===== src/rtl/jhb_pkg.sv =====
package jhb_pkg;
  typedef enum logic [1:0] {
    HB_IDLE  = 2'd0,
    HB_WAIT  = 2'd1,
    HB_PULSE = 2'd2
  } hb_state_e;
endpackage


===== src/rtl/jhb_jabber.sv =====
module jhb_jabber #(
  parameter int unsigned JAB_CYCLES   = 4_250_000,
  parameter int unsigned UNJAB_CYCLES = 25_000_000
) (
  input  logic clk_i,
  input  logic rst_ni,
  input  logic tx_en_i,
  output logic jabbed_o,
  output logic jab_set_o
);
  localparam int unsigned JW = $clog2(JAB_CYCLES);
  localparam int unsigned UW = $clog2(UNJAB_CYCLES);
  localparam logic [JW-1:0] JAB_LAST   = JW'(JAB_CYCLES - 1);
  localparam logic [UW-1:0] UNJAB_LAST = UW'(UNJAB_CYCLES - 1);

  logic          jab_q;
  logic [JW-1:0] on_cnt_q;
  logic [UW-1:0] off_cnt_q;
  logic          unjab;

  assign jab_set_o = tx_en_i && !jab_q && (on_cnt_q == JAB_LAST);
  assign unjab     = jab_q && !tx_en_i && (off_cnt_q == UNJAB_LAST);
  assign jabbed_o  = jab_q;

  always_ff @(posedge clk_i or negedge rst_ni) begin
    if (!rst_ni) begin
      jab_q     <= 1'b0;
      on_cnt_q  <= '0;
      off_cnt_q <= '0;
    end else if (!jab_q) begin
      off_cnt_q <= '0;
      if (!tx_en_i) begin
        on_cnt_q <= '0;
      end else if (jab_set_o) begin
        jab_q    <= 1'b1;
        on_cnt_q <= '0;
      end else begin
        on_cnt_q <= on_cnt_q + 1'b1;
      end
    end else begin
      on_cnt_q <= '0;
      if (tx_en_i) begin
        off_cnt_q <= '0;          // any activity restarts the quiet interval
      end else if (unjab) begin
        jab_q     <= 1'b0;
        off_cnt_q <= '0;
      end else begin
        off_cnt_q <= off_cnt_q + 1'b1;
      end
    end
  end

  assert_jab_entry_R2: assert property (@(posedge clk_i) disable iff (!rst_ni)
    $rose(jab_q) |-> $past(tx_en_i));
  assert_unjab_quiet_R4: assert property (@(posedge clk_i) disable iff (!rst_ni)
    $fell(jab_q) |-> !$past(tx_en_i));
endmodule


===== src/rtl/jhb_heartbeat.sv =====
module jhb_heartbeat
  import jhb_pkg::*;
#(
  parameter int unsigned HB_DELAY = 60,
  parameter int unsigned HB_WIDTH = 50
) (
  input  logic clk_i,
  input  logic rst_ni,
  input  logic tx_en_i,
  input  logic jabbed_i,
  input  logic full_duplex_i,
  input  logic hb_en_i,
  output logic pulse_o
);
  localparam int unsigned HB_MAX = (HB_DELAY > HB_WIDTH) ? HB_DELAY : HB_WIDTH;
  localparam int unsigned HW = $clog2(HB_MAX);
  localparam logic [HW-1:0] DLY_LAST = HW'(HB_DELAY - 1);
  localparam logic [HW-1:0] WID_LAST = HW'(HB_WIDTH - 1);

  hb_state_e     st_q;
  logic [HW-1:0] cnt_q;
  logic          en_d_q;
  logic          allowed;
  logic          frame_end;

  assign allowed   = hb_en_i && !full_duplex_i && !jabbed_i;
  assign frame_end = en_d_q && !tx_en_i && !jabbed_i;
  assign pulse_o   = (st_q == HB_PULSE);

  always_ff @(posedge clk_i or negedge rst_ni) begin
    if (!rst_ni) begin
      st_q   <= HB_IDLE;
      cnt_q  <= '0;
      en_d_q <= 1'b0;
    end else begin
      en_d_q <= tx_en_i;
      if (!allowed) begin
        st_q  <= HB_IDLE;
        cnt_q <= '0;
      end else if (frame_end) begin
        st_q  <= HB_WAIT;       // restart delay on each frame end
        cnt_q <= '0;
      end else begin
        unique case (st_q)
          HB_WAIT: begin
            if (cnt_q == DLY_LAST) begin
              st_q  <= HB_PULSE;
              cnt_q <= '0;
            end else begin
              cnt_q <= cnt_q + 1'b1;
            end
          end
          HB_PULSE: begin
            if (cnt_q == WID_LAST) begin
              st_q  <= HB_IDLE;
              cnt_q <= '0;
            end else begin
              cnt_q <= cnt_q + 1'b1;
            end
          end
          default: begin
            st_q  <= HB_IDLE;
            cnt_q <= '0;
          end
        endcase
      end
    end
  end

  assert_hb_allowed_R8: assert property (@(posedge clk_i) disable iff (!rst_ni)
    (st_q != HB_IDLE) |-> $past(hb_en_i && !full_duplex_i));
  assert_hb_width_R7: assert property (@(posedge clk_i) disable iff (!rst_ni)
    (st_q == HB_PULSE) |-> (cnt_q <= WID_LAST));
endmodule


===== src/rtl/tx_jabber_sup.sv =====
module tx_jabber_sup #(
  parameter int unsigned JAB_CYCLES   = 4_250_000,
  parameter int unsigned UNJAB_CYCLES = 25_000_000,
  parameter int unsigned HB_DELAY     = 60,
  parameter int unsigned HB_WIDTH     = 50
) (
  input  logic clk_i,
  input  logic rst_ni,
  input  logic tx_en_i,
  input  logic full_duplex_i,
  input  logic hb_en_i,
  input  logic status_rd_i,
  output logic tx_gate_o,
  output logic jabber_o,
  output logic jab_flag_o,
  output logic col_o
);
  logic jabbed;
  logic jab_set;
  logic hb_pulse;
  logic flag_q;

  jhb_jabber #(
    .JAB_CYCLES  (JAB_CYCLES),
    .UNJAB_CYCLES(UNJAB_CYCLES)
  ) u_jabber (
    .clk_i    (clk_i),
    .rst_ni   (rst_ni),
    .tx_en_i  (tx_en_i),
    .jabbed_o (jabbed),
    .jab_set_o(jab_set)
  );

  jhb_heartbeat #(
    .HB_DELAY(HB_DELAY),
    .HB_WIDTH(HB_WIDTH)
  ) u_heartbeat (
    .clk_i        (clk_i),
    .rst_ni       (rst_ni),
    .tx_en_i      (tx_en_i),
    .jabbed_i     (jabbed),
    .full_duplex_i(full_duplex_i),
    .hb_en_i      (hb_en_i),
    .pulse_o      (hb_pulse)
  );

  always_ff @(posedge clk_i or negedge rst_ni) begin
    if (!rst_ni)          flag_q <= 1'b0;
    else if (jab_set)     flag_q <= 1'b1;   // set beats clear
    else if (status_rd_i) flag_q <= 1'b0;
  end

  assign tx_gate_o  = tx_en_i && !jabbed;
  assign jabber_o   = jabbed;
  assign jab_flag_o = flag_q;
  assign col_o      = jabbed || hb_pulse;

  assert_flag_on_entry_R9: assert property (@(posedge clk_i) disable iff (!rst_ni)
    $rose(jabbed) |-> flag_q);
  assert_no_col_fdx_R8: assert property (@(posedge clk_i) disable iff (!rst_ni)
    (full_duplex_i && $past(full_duplex_i) && !jabbed) |-> !col_o);
endmodule


===== config.mk =====
export PLATFORM = sky130hd
export DESIGN_NAME = tx_jabber_sup
export DESIGN_NICKNAME = d
export VERILOG_FILES = /design/src/rtl/jhb_pkg.sv /design/src/rtl/jhb_jabber.sv /design/src/rtl/jhb_heartbeat.sv /design/src/rtl/tx_jabber_sup.sv
export SDC_FILE = /design/constraint.sdc
export NUM_CORES = 1
export LEC_CHECK = 0
export BUFFER_PORTS_ARGS = -buffer_cell sky130_fd_sc_hd__clkbuf_2
export CAP_MARGIN = 0
export CORE_UTILIZATION = 45
export DETAILED_ROUTE_END_ITERATION = 16
export SYNTH_ARGS = -nofsm -noshare
export SYNTH_HDL_FRONTEND = slang
export SYNTH_HIERARCHICAL = 1
export SYNTH_SLANG_ARGS = --single-unit

===== constraint.sdc =====
create_clock -name clk_i -period 2.5 [get_ports clk_i]
set_input_delay 0.75 -clock clk_i [delete_from_list [all_inputs] [get_ports clk_i]]
set_output_delay 0.75 -clock clk_i [all_outputs]
set_load 0.02 [all_outputs]

==> metrics.txt <==
Worst EP arrival 1350 ps; CP max stage delay between 300 and 400 ps; final non-filler cell area 0.00346 mm²; met3 Track Usage GR 0.0375; status completed; initial antenna violation count 0; DP HPWL between 4 and 5 mm; Least-Margin Pin Slew 710 ps; Hold-fix buffers, CTS 0; Final period util 0.840; Wirelength per Cell about 14 µm; asr flop ratio synth 1.00; Layout fillers 628; clk slew on worst S/H paths 70 ps; crit path kind register to output pin; skew final 10.5 ps; 1st-pass router iterations 4; Ports 10; CTS tree built; Port Buffer Count 9; post-route insts no fill 429; vias in the first global route 2202; Yosys cell types 46; placed instance count 413; cts bufs inserted 9; Final Hold Slack about 370 ps; setup_tns 0 ps; most frequent cells in the layout dfrtp_1 (59), nor2_1 (38), nand2_1 (23), nand3_1 (23), a21oi_1 (22); Placeable Area 0.00676 mm²; main flop type after synthesis dfrtp_1; final hold violation count 0; layout cell share with drive strength beyond 1 0.129; Peak Freq 476 MHz; count of antenna-violating nets left after detailed routing 0; gr usage total 0.180; Power, Total 1.81 mW; GR peak layer met2; Horiz. Die Dim 85.5 µm; Slew headroom 0.523; Diodes inserted 0; final WL 6.01 mm; Sequential Area roughly 0.0015 mm²; H-Tree Level Count 3; placed cell area 0.00328 mm²; pwr dens 522 mW/mm²; synth warn 6; Max-Cap Viols 0; multi-input logic area 0.00155 mm²; Syn Nets 340; worst-path maximum fanout 3; Skew-Pair Late Insertion Delay about 340 ps; Slowest-stage cell, CP dfrtp_1; Post-CTS Setup Bufs 0; Initial Utilization 0.464; routed via count 2421; Worst Path Required 1750 ps; unrepaired setup endpoints after global routing false; crit end category output pin; Clock Sinks 59; Avg Inst Size Synth 9.56 µm²; CTS root buffer clkbuf_8; max-slew violation count 0; met1 usage 0.246; largest net degree at the start of global routing 42; Rows 30; height of the die approximately 85 µm; # setup viols final 0; family with the most delay on the worst path flip-flops; DR iter-0 viols 168; VDD IR-drop max 260 µV; die area 0.00731 mm²; commonest non-fill, non-tap cell in the layout dfrtp_1; sequential fraction of the synthesis area 0.471; Area Growth Syn to Fin 10.4%; Final Wtd Congestion 0.789; Lkg Pwr 1.31 nW; Cell Area, Synth 0.00314 mm²; first-pass GRT wire length 10.3 mm; vias per cell 5.64; Synth Register Bits 59; Hold Crit Class primary input to async pin; EDFF count, synth 0; Post-Synthesis Cells 328; Final min period 2100 ps; crit start category register; worst path buffer plus inverter count 2; post-route DRC violation count 0; cts repair resizes 0; gr ovfl total 0; met2 usage 0.276; final net count 356; critical-path cell list inv_1, ha_1, or2_1, clkbuf_2; Max Buffers Root-to-Sink 2
[sequential cells by signal, indices dropped and copies added (netlist names)]
name                cells
u_jabber/off_cnt_q     25
u_jabber/on_cnt_q      23
u_heartbeat/st_q        2
u_jabber/jabbed_o       1
u_heartbeat/en_d_q      1
jab_flag_o              1
u_heartbeat/cnt_q       6
[where the power goes]
group	total, mW	internal [mW]	switching (mW)
combinational	0.0571	0.0192	0.0379
clock	0.787	0.410	0.377
sequential	0.965	0.960	0.00467
total	1.81	1.39	0.420
[worst register-to-register path: cells and delay by family, from the launching register on]
family | cells | cell delay [ps]
buffers and inverters | 1 | 170
AO/OA/AOI/OAI | 1 | 160
flip-flops | 1 | 460
AND/OR/NAND/NOR | 3 | 1180
[final timing paths]
check / start / end / slack, ps / cells after the start
max in group asynchronous: rst_ni / u_jabber/on_cnt_q[0]$_DFF_PN0_ / 1520 / 2
worst min-delay path: rst_ni / u_heartbeat/st_q[1]$_DFFE_PN0P_ / 370 / 1
worst min register to register: jab_flag_o$_DFFE_PN0P_ / jab_flag_o$_DFFE_PN0P_ / 480 / 1
min in group clk_i: jab_flag_o$_DFFE_PN0P_ / jab_flag_o$_DFFE_PN0P_ / 480 / 1
worst max-delay path: u_heartbeat/st_q[0]$_DFFE_PN0P_ / col_o / 400 / 4
worst max register to register: u_jabber/on_cnt_q[10]$_DFF_PN0_ / u_jabber/on_cnt_q[7]$_DFF_PN0_ / 410 / 5
[per-stage QoR]
step / utilization / worst slack [ps]
2_1_floorplan: - / 534
3_3_place_gp: 0.486 / 436
3_5_place_dp: 0.486 / 417
4_1_cts: 0.513 / 383
5_1_grt: 0.513 / 288
6_report: 0.513 / 400
[metal layers]
layer,share of wire,vias up
met2,0.45,39
met3,0.032,10
met4,0.020,0
met5,0,-
met1,0.50,1153
li1,-,1219
[area by class of cell]
class,count,area share
clock inverters,4,0.00723
flip-flops and latches,59,0.426
well taps,80,0.0289
repair buffers,14,0.0311
clock buffers,12,0.0448
inverters,14,0.0152
multi-input cells,246,0.447
[cells in the mapped netlist, types with 2 or more instances]
cell type | n | share of area
nand2_1 | 23 | 0.028
a21oi_1 | 22 | 0.035
dfrtp_1 | 59 | 0.47
nand3_1 | 23 | 0.037
and3_1 | 4 | 0.0080
nor4_1 | 4 | 0.0080
xnor2_1 | 17 | 0.047
clkbuf_1 | 2 | 0.0024
nor2b_1 | 3 | 0.0060
buf_2 | 4 | 0.0064
buf_6 | 3 | 0.011
nand4b_1 | 2 | 0.0056
nor4b_1 | 2 | 0.0056
o31a_1 | 2 | 0.0056
nor3_1 | 10 | 0.016
ha_1 | 6 | 0.024
o21ai_0 | 12 | 0.019
nor2_1 | 38 | 0.045
xor2_1 | 8 | 0.022
nand3_2 | 2 | 0.0064
nand4_1 | 5 | 0.010
or4_4 | 5 | 0.018
and4_1 | 3 | 0.0084
or3_1 | 10 | 0.020
nand2b_1 | 3 | 0.0060
inv_1 | 14 | 0.017
o31ai_1 | 10 | 0.024
or4_1 | 12 | 0.029
or4b_1 | 3 | 0.0096
[cell families (layout without fill, tap and decap cells)]
logic type	count (synthesis)	count (layout)	synth area share
xor gates and xnor gates	25	25	0.0698
AOI/OAI and AO/OA	55	55	0.112
DFF	59	59	0.471
and+or+nand+nor	159	159	0.284
buffers and inverters	23	44	0.0363
muxes	1	1	0.00319
adders and majority gates	6	6	0.0239
Power figures use the tool's default switching activity.
